<file path="src/rtl/rtc_pkg.sv">
package rtc_pkg;

  typedef struct packed {
    logic [7:0] year;
    logic [7:0] month;
    logic [7:0] date;
    logic [7:0] hour;
    logic [7:0] min;
    logic [7:0] sec;
  } rtc_time_t;

  localparam logic [3:0] ADR_SEC   = 4'h0;
  localparam logic [3:0] ADR_MIN   = 4'h1;
  localparam logic [3:0] ADR_HOUR  = 4'h2;
  localparam logic [3:0] ADR_DATE  = 4'h3;
  localparam logic [3:0] ADR_MONTH = 4'h4;
  localparam logic [3:0] ADR_YEAR  = 4'h5;
  localparam logic [3:0] ADR_ALM0  = 4'h6;
  localparam logic [3:0] ADR_ALM3  = 4'h9;
  localparam logic [3:0] ADR_CTRL  = 4'hA;
  localparam logic [3:0] ADR_FLAG  = 4'hB;

  // Add one to a two-digit BCD value (no wrap handling at 99).
  function automatic logic [7:0] bcd_inc(input logic [7:0] v);
    logic [7:0] r;
    if (v[3:0] >= 4'd9) r = {v[7:4] + 4'd1, 4'd0};
    else                r = {v[7:4], v[3:0] + 4'd1};
    return r;
  endfunction

  // True when the two-digit BCD year is a multiple of four.
  function automatic logic leap_year(input logic [7:0] y);
    logic [7:0] b;
    b = {4'd0, y[7:4]} * 8'd10 + {4'd0, y[3:0]};
    return (b[1:0] == 2'b00);
  endfunction

  // Last day of a BCD month, as a BCD value.
  function automatic logic [7:0] month_len(input logic [7:0] m, input logic [7:0] y);
    logic [7:0] r;
    case (m)
      8'h02:                      r = leap_year(y) ? 8'h29 : 8'h28;
      8'h04, 8'h06, 8'h09, 8'h11: r = 8'h30;
      default:                    r = 8'h31;
    endcase
    return r;
  endfunction

endpackage

</file>
<file path="src/rtl/rtc_prescaler.sv">
module rtc_prescaler #(
  parameter int DIV_BITS = 15,
  parameter int RATE_W   = 4
) (
  input  logic              clk,
  input  logic              rst,
  input  logic              tick_en,
  input  logic              reload,
  input  logic [RATE_W-1:0] rate,
  output logic              sec_tick,
  output logic              per_evt
);

  logic [DIV_BITS-1:0] div_q;
  logic [DIV_BITS-1:0] tap_mask;

  // Bit g of the tap mask takes part when the selected period exceeds 2^g.
  for (genvar g = 0; g < DIV_BITS; g++) begin : g_tap
    assign tap_mask[g] = (32'(rate) > 32'(g + 1));
  end

  always_ff @(posedge clk) begin
    if (rst || reload) div_q <= '0;
    else if (tick_en)  div_q <= div_q + 1'b1;
  end

  assign sec_tick = tick_en && !reload && (&div_q);
  assign per_evt  = tick_en && !reload && (rate != '0) &&
                    ((div_q & tap_mask) == tap_mask);

endmodule

</file>
<file path="src/rtl/rtc_timekeeper.sv">
module rtc_timekeeper
  import rtc_pkg::*;
(
  input  logic      clk,
  input  logic      rst,
  input  logic      sec_tick,
  input  logic      wr_en,
  input  logic [2:0] wr_sel,
  input  logic [7:0] wr_data,
  output rtc_time_t cur,
  output rtc_time_t nxt
);

  logic c_min, c_hour, c_day, c_mon, c_year;

  // Carry chain from seconds up to years.
  always_comb begin
    c_min  = (cur.sec  >= 8'h59);
    c_hour = c_min  && (cur.min  >= 8'h59);
    c_day  = c_hour && (cur.hour >= 8'h23);
    c_mon  = c_day  && (cur.date >= month_len(cur.month, cur.year));
    c_year = c_mon  && (cur.month >= 8'h12);

    nxt       = cur;
    nxt.sec   = c_min  ? 8'h00 : bcd_inc(cur.sec);
    nxt.min   = c_hour ? 8'h00 : (c_min  ? bcd_inc(cur.min)   : cur.min);
    nxt.hour  = c_day  ? 8'h00 : (c_hour ? bcd_inc(cur.hour)  : cur.hour);
    nxt.date  = c_mon  ? 8'h01 : (c_day  ? bcd_inc(cur.date)  : cur.date);
    nxt.month = c_year ? 8'h01 : (c_mon  ? bcd_inc(cur.month) : cur.month);
    if (c_year) nxt.year = (cur.year >= 8'h99) ? 8'h00 : bcd_inc(cur.year);
  end

  always_ff @(posedge clk) begin
    if (rst) begin
      cur <= '{year: 8'h00, month: 8'h01, date: 8'h01,
               hour: 8'h00, min: 8'h00, sec: 8'h00};
    end else if (wr_en) begin
      case (wr_sel)
        3'd0:    cur.sec   <= wr_data;
        3'd1:    cur.min   <= wr_data;
        3'd2:    cur.hour  <= wr_data;
        3'd3:    cur.date  <= wr_data;
        3'd4:    cur.month <= wr_data;
        default: cur.year  <= wr_data;
      endcase
    end else if (sec_tick) begin
      cur <= nxt;
    end
  end

endmodule

</file>
<file path="src/rtl/rtc_alarm.sv">
module rtc_alarm
  import rtc_pkg::*;
#(
  parameter int NALM = 4
) (
  input  rtc_time_t             t,
  input  logic [NALM-1:0][7:0]  alm,
  output logic                  hit
);

  logic [NALM-1:0][7:0] fld;
  logic [NALM-1:0]      ok;

  assign fld = {t.date, t.hour, t.min, t.sec};

  // Bit 7 of each alarm byte means "ignore this field".
  for (genvar g = 0; g < NALM; g++) begin : g_cmp
    assign ok[g] = alm[g][7] || (alm[g][6:0] == fld[g][6:0]);
  end

  assign hit = &ok;

endmodule

</file>
<file path="src/rtl/rtc_calendar.sv">
module rtc_calendar
  import rtc_pkg::*;
#(
  parameter int DIV_BITS = 15
) (
  input  logic       clk,
  input  logic       rst,
  input  logic       tick_en,
  input  logic       backup,
  input  logic [3:0] addr,
  input  logic [7:0] wdata,
  input  logic       wr,
  input  logic       rd,
  output logic [7:0] rdata,
  output logic       irq
);

  localparam int NALM   = 4;
  localparam int RATE_W = 4;
  localparam int CTRL_W = RATE_W + 2;

  rtc_time_t            cur, nxt;
  logic                 wr_ok, time_wr, sec_tick, per_evt, hit, alarm_evt;
  logic [NALM-1:0][7:0] alm_q;
  logic [CTRL_W-1:0]    ctrl_q, ctrl_n;
  logic [1:0]           flags_q, flags_n;
  logic [7:0]           rd_mux;

  assign wr_ok   = wr && !backup;
  assign time_wr = wr_ok && (addr <= ADR_YEAR);

  rtc_prescaler #(.DIV_BITS(DIV_BITS), .RATE_W(RATE_W)) u_pre (
    .clk      (clk),
    .rst      (rst),
    .tick_en  (tick_en),
    .reload   (time_wr),
    .rate     (ctrl_q[RATE_W-1:0]),
    .sec_tick (sec_tick),
    .per_evt  (per_evt)
  );

  rtc_timekeeper u_tk (
    .clk      (clk),
    .rst      (rst),
    .sec_tick (sec_tick),
    .wr_en    (time_wr),
    .wr_sel   (addr[2:0]),
    .wr_data  (wdata),
    .cur      (cur),
    .nxt      (nxt)
  );

  rtc_alarm #(.NALM(NALM)) u_alm (
    .t   (nxt),
    .alm (alm_q),
    .hit (hit)
  );

  // Match is judged against the time that the increment is about to load.
  assign alarm_evt = sec_tick && hit;

  for (genvar g = 0; g < NALM; g++) begin : g_alm_reg
    always_ff @(posedge clk) begin
      if (rst) alm_q[g] <= 8'h00;
      else if (wr_ok && (addr == ADR_ALM0 + 4'(g))) alm_q[g] <= wdata;
    end
  end

  always_comb begin
    ctrl_n = ctrl_q;
    if (wr_ok && addr == ADR_CTRL) ctrl_n = wdata[CTRL_W-1:0];
    flags_n = flags_q;
    if (rd && addr == ADR_FLAG) flags_n = 2'b00;
    if (alarm_evt)              flags_n[0] = 1'b1;
    if (per_evt && !backup)     flags_n[1] = 1'b1;
  end

  always_comb begin
    case (addr)
      ADR_SEC:   rd_mux = cur.sec;
      ADR_MIN:   rd_mux = cur.min;
      ADR_HOUR:  rd_mux = cur.hour;
      ADR_DATE:  rd_mux = cur.date;
      ADR_MONTH: rd_mux = cur.month;
      ADR_YEAR:  rd_mux = cur.year;
      4'h6:      rd_mux = alm_q[0];
      4'h7:      rd_mux = alm_q[1];
      4'h8:      rd_mux = alm_q[2];
      ADR_ALM3:  rd_mux = alm_q[3];
      ADR_CTRL:  rd_mux = {{(8-CTRL_W){1'b0}}, ctrl_q};
      ADR_FLAG:  rd_mux = {6'd0, flags_q};
      default:   rd_mux = 8'h00;
    endcase
  end

  always_ff @(posedge clk) begin
    if (rst) begin
      ctrl_q  <= '0;
      flags_q <= 2'b00;
      rdata   <= 8'h00;
      irq     <= 1'b0;
    end else begin
      ctrl_q  <= ctrl_n;
      flags_q <= flags_n;
      if (rd) rdata <= rd_mux;
      irq     <= (flags_n[0] && ctrl_n[RATE_W]) || (flags_n[1] && ctrl_n[RATE_W+1]);
    end
  end

endmodule

</file>
<file path="config.mk">
export PLATFORM = sky130hd
export DESIGN_NAME = rtc_calendar
export DESIGN_NICKNAME = d
export VERILOG_FILES = /design/src/rtl/rtc_pkg.sv /design/src/rtl/rtc_prescaler.sv /design/src/rtl/rtc_timekeeper.sv /design/src/rtl/rtc_alarm.sv /design/src/rtl/rtc_calendar.sv
export SDC_FILE = /design/constraint.sdc
export NUM_CORES = 1
export LEC_CHECK = 0
export ABC_CLOCK_PERIOD_IN_PS = 3200
export BUFFER_PORTS_ARGS = -buffer_cell sky130_fd_sc_hd__buf_2
export CAP_MARGIN = 10
export CELL_PAD_IN_SITES_DETAIL_PLACEMENT = 0
export CELL_PAD_IN_SITES_GLOBAL_PLACEMENT = 1
export CORE_UTILIZATION = 34
export CTS_BUF_LIST = sky130_fd_sc_hd__clkbuf_2
export DETAILED_ROUTE_END_ITERATION = 7
export PLACE_DENSITY_LB_ADDON = 0.1
export SLEW_MARGIN = 15
export SYNTH_ARGS = -nofsm -noshare
export SYNTH_HDL_FRONTEND = slang
export SYNTH_SLANG_ARGS = --single-unit
</file>
<file path="constraint.sdc">
create_clock -name clk -period 3.2 [get_ports clk]
set_input_delay 0 -clock clk [delete_from_list [all_inputs] [get_ports clk]]
set_output_delay 0 -clock clk [all_outputs]
set_load 0.02 [all_outputs]
</file>
==> out/metrics.yaml, run 1 <==
final-max-slew-violation-count: 0
fin_skew_ns: 0.0425
clock_path_buffers: 2
final_nets: 1075
numCtsBuffers: 9
pre_cts_ws_ns: -0.233
combPwrFrac_pct: 10.5
leakage_nw: 3.31
synthCells: 934
pin_count: 27
swShare_pct: 31.1
num-fill-cells: 2212
fin_crit_sh_pct: 104
synth_seq_area_share_pct: 30.6
die_h_um: 149
syn-num-nets: 987
holdWs_ns: 0.0777
htreeDepth: 3
rsz0062_at_grt: "true"
drtAntennaViolNets: 0
hpwl_um: 20100
worst-r2r-cell-count: 17
crit_path_end_kind: "register"
root_buffer: "clkbuf_2"
netlist_area_um2: 7330
r2r_end: "irq$_SDFF_PP0_"
drtIter0Drc: 555
hold_end: "u_tk.cur[7]$_SDFFE_PP0P_"
area_growth_pct: 19.4
vdd_drop_max_v: 0.000122
first_global_vias: 6779
gp_congestion: 0.861
hold_viol: 0
rrSetupSlack_ns: -0.14
wl_per_cell_um: 20.5
grt_pass1_wl_um: 41100
crit_path_max_fanout: 3
portBuffers: 26
cp.arrival_ns: 3.93
antenna_found_initial: 1
layout-drive-gt1-share_pct: 17.4
cp-start-kind: "register"
seqPwrFrac_pct: 60.9
hold_start: "addr[1]"
first_pass_iters: 7
grt_start_max_net_pins: 52
cp.required_ns: 3.79
status: "finished with violations"
grt_overflow_total: 0
multi_input_area_um2: 4930
synth_seq_cells: 112
core-area_um2: 21100
die_area_um2: 22200
worst_pin_slew_ns: 0.710
tritoncts: "built"
cell_internal_pwr_mw: 1.62
p_switching_mw: 0.728
dp.cells: 1266
ys_types: 68
holdPathStages: 6
max_freq_mhz: 299
die_width_um: 149
synth_ff_type: "dfxtp_1"
clockPowerShare_pct: 28.6
violations: "negative setup slack"
regArea_um2: 2250
drc: 0
timing.rr.start: "u_tk.cur[37]$_SDFFE_PP0P_"
fin_ws_ns: -0.140
synth_edf_count: 0
gr-usage-all-layers_pct: 24.8
stdcell_count: 1303
clkSlewWorstSetupHoldPaths_ns: 0.32
critPathKind: "reg2reg"
insertion_delay_ns: 0.68
yosysWarningCount: 0
powerDensity_nw_per_um2: 268
avgViaCountPerCell: 5.48
syn_area_per_cell_um2: 7.85
async_flop_share_pct: 0
startpoint: "u_tk.cur[37]$_SDFFE_PP0P_"
drt_wl_total_um: 26700
num_rows: 53
hold_class: "in2reg"
setup_viol: 2
maxCapViolations: 0
start_util_pct: 34.8
final.min_clock_period_ns: 3.34
dr_total_vias: 7145
relSlewSlack_pct: 52.7
cts.sinks: 112
==> synthesized netlist by cell type, drive strengths merged (7+ instances only) <==
library cell	count	area, um2
nand2b	11	68.8
o211ai	8	60.1
a21oi	64	320
ha	35	438
inv	37	139
and3	8	50.1
xnor2	20	175
mux2i	57	571
a211oi	18	135
mux4	7	158
buf	7	37.5
o21ai	62	310
clkbuf	45	170
xor2	17	149
dfxtp	112	2240
nor2b	8	50.1
o31ai	7	57.6
nand3	29	145
or3	9	56.3
a221oi	10	87.6
nand2	84	315
nor3b	9	67.6
nor3	22	110
and2	7	43.8
a22oi	15	113
nor2	138	518
==> per-stage QoR <==
stage	power, mW	utilization [%]	instance area [um2]	TNS [ns]
CTS	2.38	40.8	8600	-0.444
floorplan	1.58	-	7350	0
finish	2.34	41.5	8760	-0.162
detailed placement	1.68	39.2	8270	-0.395
global route	2.45	41.5	8760	-0.703
global placement	1.68	39.2	8270	-0.223
==> cells in the final DEF, fill, tap and decap left out, types with 5 or more instances in the layout <==
cell,count
xor2_1,17
nand2_1,82
nor3b_1,8
nand2b_1,11
and3_1,8
o21ai_0,55
or3_1,9
buf_4,81
a211oi_1,18
o31ai_1,6
nand3_1,29
inv_1,34
mux2i_1,57
nand4_1,6
a21oi_1,60
clkbuf_2,10
ha_1,33
a221oi_1,10
nor2b_1,7
mux4_2,7
dfxtp_1,108
buf_2,25
a31oi_1,6
nor3_1,21
o211ai_1,8
dlygate4sd3_1,18
nor2_1,136
xnor2_1,20
o32ai_1,6
o21a_1,5
a22oi_1,14
==> area by class of cell <==
type | count | share of cell area [%]
antenna | 1 | 0.0286
clock buffer | 10 | 0.572
clock inverter | 6 | 0.586
inverter | 37 | 1.64
multi-input combinational | 733 | 56.3
sequential | 112 | 25.7
tap | 275 | 3.93
timing repair buffer | 129 | 11.3
==> kinds of logic after synthesis <==
logic type / synth area share (%)
buffers and inverters: 4.73
adder cells (fa/ha/maj): 5.97
XOR/XNOR: 4.73
AND/OR/NAND/NOR: 21.6
flip-flops: 30.6
multiplexers: 10.5
AO/OA/AOI/OAI: 21.8
==> critical path, cell delays in order, from the launching register on <==
cell and delay (ns):
dfxtp_2 0.43, inv_4 0.05, ha_4 0.15, mux2_4 0.28, nand2_4 0.06, o21ai_2 0.05
nand3_1 0.07, o21a_1 0.14, ha_1 0.26, nor4b_4 0.24, o221a_2 0.26, nand2_1 0.10
o21ai_0 0.16, a21o_1 0.18, xor2_1 0.10, o41ai_4 0.39, a41oi_2 0.18, o31ai_2 0.19
==> registers in the layout (all words and copies together), names as in the netlist <==
name	cells
u_tk.cur	48
ctrl_q	6
u_pre.div_q	15
irq	1
rdata	8
flags_q	2
alm_q	32
==> timing repair <==
item | 4_1_cts | 5_1_grt
hold endpoints to repair | 100 | 0
hold buffers | 18 | 0
setup buffers | 0 | 2
pin swaps | 10 | 13
setup endpoints to repair | 9 | 21
gates resized for setup | 17 | 36
==> routing by layer <==
layer / vias to the layer above / GRT usage [%] / part of all wire (%) / routed length, um
li1: 3550 / - / - / -
met1: 3416 / 34.8 / 48 / 12800
met2: 145 / 39.0 / 45 / 12100
met3: 34 / 3.73 / 4.3 / 1140
met4: 0 / 7.60 / 2.5 / 664
met5: - / 0 / 0 / 0
==> how the worst max path moves through the flow <==
stage                          end
floorplan           irq$_SDFF_PP0_
finish              irq$_SDFF_PP0_
detailed placement  irq$_SDFF_PP0_
CTS                 irq$_SDFF_PP0_
global placement    irq$_SDFF_PP0_
global route        irq$_SDFF_PP0_
==> power by group through the flow <==
stage / registers, mW / clock network, mW / logic [mW]
6_report: 1.43 / 0.670 / 0.247
3_5_place_dp: 1.45 / 0 / 0.230
3_3_place_gp: 1.45 / 0 / 0.232
2_1_floorplan: 1.45 / 0 / 0.130
5_1_grt: 1.43 / 0.759 / 0.265
4_1_cts: 1.43 / 0.710 / 0.244
No activity file was read; power rests on OpenSTA's default activity.
==> run 2, diff against run 1 <==
--- a/config.mk
+++ b/config.mk
@@ -5,7 +5,7 @@
 export SDC_FILE = /design/constraint.sdc
 export NUM_CORES = 1
 export LEC_CHECK = 0
-export ABC_CLOCK_PERIOD_IN_PS = 3200
+export ABC_CLOCK_PERIOD_IN_PS = 2900
 export BUFFER_PORTS_ARGS = -buffer_cell sky130_fd_sc_hd__buf_2
 export CAP_MARGIN = 10
 export CELL_PAD_IN_SITES_DETAIL_PLACEMENT = 0
@@ -13,7 +13,7 @@
 export CORE_UTILIZATION = 34
 export CTS_BUF_LIST = sky130_fd_sc_hd__clkbuf_2
 export DETAILED_ROUTE_END_ITERATION = 7
-export PLACE_DENSITY_LB_ADDON = 0.1
+export PLACE_DENSITY = 0.65
 export SLEW_MARGIN = 15
 export SYNTH_ARGS = -nofsm -noshare
 export SYNTH_HDL_FRONTEND = slang
==> constraint.sdc (replaced) <==
create_clock -name clk -period 2.9 [get_ports clk]
set_input_delay 0 -clock clk [delete_from_list [all_inputs] [get_ports clk]]
set_output_delay 0 -clock clk [all_outputs]
set_load 0.02 [all_outputs]
==> run 2 against run 1 <==
Effect of this change:
- clock power increased by 22%
- non-clock buffer count up 48
- design area increased by 5.6%
- critical path depth is the same
- critical endpoint unchanged
- register-to-register slack worse by 0.24 ns
- sequential share of layout area fell by 1.4 points
- the run still ends with negative setup slack left
- largest cell class unchanged
- die area stayed put
- sequential power grew 9.8%
- highest routed layer unchanged
- cell count increased by 3.8%
- flip-flop and latch count did not move
- combinational power up 17%
- count of clock-buffer cells in the layout unchanged
==> out/metrics.yaml, run 2 (same netlist as run 1, synthesis figures left out) <==
status: "finished with violations"
violations: "negative setup slack"
insertion_delay_ns: 0.69
crit_chain: "inv_4, ha_4, mux2_4, nand2_2, o21ai_2, nand3_1, o21a_1, ha_4, nor4b_4, o221a_2, nand2_2, nor4_1, a21o_1, xor2_1, o41ai_4, a41oi_2, o31ai_2"
crit_slowest_cell: "dfxtp_4"
grt_overflow_total: 0
maxCapViolations: 0
gr-usage-all-layers_pct: 24.3
dr_total_vias: 7373
seqPwrFrac_pct: 58.8
grt_start_max_net_pins: 65
final-max-slew-violation-count: 0
hold_viol: 0
vdd_drop_max_v: 0.000197
leakage_nw: 3.59
die_width_um: 149
drt_wl_total_um: 26700
portBuffers: 26
reg_top3: "u_tk.cur x48, alm_q x32, u_pre.div_q x15"
cp.arrival_ns: 3.92
fin_skew_ns: 0.0526
startpoint: "u_tk.cur[36]$_SDFFE_PP0P_"
timing.rr.start: "u_tk.cur[36]$_SDFFE_PP0P_"
worst-r2r-cell-count: 17
area_growth_pct: 26.2
pin_count: 27
drtIter0Drc: 538
cp-start-kind: "register"
htreeDepth: 3
clock_path_buffers: 2
combPwrFrac_pct: 10.8
crit_path_end_kind: "register"
r2r_end: "irq$_SDFF_PP0_"
p_switching_mw: 0.796
fin_crit_sh_pct: 113
drc: 0
num_rows: 53
powerDensity_nw_per_um2: 289
final_cell_area_um2: 9250
swShare_pct: 29.7
final_common_cell: "nor2_1"
avgViaCountPerCell: 5.45
critPathKind: "reg2reg"
cp.required_ns: 3.54
die_h_um: 149
placed_cell_area_um2: 8570
layout_common_cells: "135 x nor2_1, 127 x buf_4, 108 x dfxtp_1, 79 x nand2_1, 60 x a21oi_1"
rsz0062_at_grt: "true"
numCtsBuffers: 9
layout-drive-gt1-share_pct: 22.6
hpwl_um: 19900
crit_path_end: "irq$_SDFF_PP0_"
antenna_found_initial: 2
largest_register_ffs: 48
clockPowerShare_pct: 30.5
final.min_clock_period_ns: 3.28
worst_pin_slew_ns: 0.733
cts.sinks: 112
hold_class: "in2reg"
core-area_um2: 21100
die_area_um2: 22200
gp_congestion: 0.881
cell_internal_pwr_mw: 1.88
final_nets: 1123
wl_per_cell_um: 19.7
regMostFlops: "u_tk.cur"
max_freq_mhz: 304
setup_viol: 19
critPathMaxStageDelay_ns: 0.45
tritoncts: "built"
drtAntennaViolNets: 0
clkSlewWorstSetupHoldPaths_ns: 0.35
grt_pass1_wl_um: 40400
crit_path_max_fanout: 3
fin_ws_ns: -0.385
root_buffer: "clkbuf_2"
rrSetupSlack_ns: -0.38
relSlewSlack_pct: 51.1
p_total_mw: 2.68
start_util_pct: 34.8
first_global_vias: 6791
first_pass_iters: 5
-- run 2: cell types whose count changed in the layout (fill, tap and decap cells not counted), sizes merged --
cell         delta
clkinv          +1
diode           +1
clkinvlp        -2
bufinv          +1
dlygate4sd3     -1
buf            +49
-- run 2: worst min path at each step --
stage	cells past startpoint	to	slack [ns]	start
2_1_floorplan	2	alm_q[0]$_SDFFE_PP0P_	0.14	wdata[0]
3_3_place_gp	3	u_pre.div_q[0]$_SDFFE_PP0P_	0.34	tick_en
3_5_place_dp	3	u_pre.div_q[0]$_SDFFE_PP0P_	0.35	tick_en
4_1_cts	5	u_tk.cur[33]$_SDFFE_PP0P_	0.0003	addr[2]
5_1_grt	7	u_tk.cur[22]$_SDFFE_PP0P_	0.10	addr[1]
6_report	7	u_tk.cur[22]$_SDFFE_PP0P_	0.12	addr[1]
-- run 2: what timing repair did --
item	CTS	global route
hold endpoints to repair	99	1
hold buffers	16	1
pin swaps	23	22
setup buffers	6	6
resized for setup	45	29
setup endpoints to repair	21	26
-- run 2: stage by stage --
stage                     hold slack (ns)  cells  TNS, ns  util [%]  setup slack (ns)
final                               0.125   1352    -3.82      43.9            -0.385
after global routing                0.101   1352    -7.59      43.9            -0.575
after CTS                        0.000261   1343    -3.07      42.9            -0.446
after detailed placement            0.354   1306    -3.18      40.7            -0.445
after global placement              0.339   1306    -2.44      40.7            -0.376
after floorplan                     0.144    934   -0.185         -            -0.133
-- run 2: power by group through the flow --
| stage | Clock (mW) | Sequential (mW) | Combinational [mW] |
|---|---|---|---|
| 2_1_floorplan | 0 | 1.60 | 0.143 |
| 3_3_place_gp | 0 | 1.60 | 0.257 |
| 6_report | 0.816 | 1.57 | 0.288 |
| 4_1_cts | 0.841 | 1.57 | 0.279 |
| 3_5_place_dp | 0 | 1.60 | 0.256 |
| 5_1_grt | 0.893 | 1.58 | 0.308 |
-- run 2: area by class of cell --
type	instances	area (um2)
multi-input cells	733	5040
clock buffers	10	50.0
diodes	2	5.00
clock inverters	6	75.1
fillers	2170	11800
inverters	37	144
repair buffers	177	1350
flip-flops and latches	112	2250
well taps	275	344
-- run 2: metal layers --
metal  routed length [um]  share of wire (%)  track usage [%]  vias to the layer above
met5                    0                  0                0                        -
met1                12600                 47             33.9                     3472
met3                 1340                5.0             3.49                       39
met4                  561                2.1             7.45                        0
li1                     -                  -                -                     3638
met2                12200                 46             38.6                      224
-- run 2: critical path, delay by kind of cell, from the launching register on --
kind,cells,cell delay [ns]
compound gates,7,1.42
xor+xnor,1,0.09
simple gates,5,0.65
mux,1,0.25
buf+inv,1,0.04
flops,1,0.45
fa+ha+maj,2,0.36
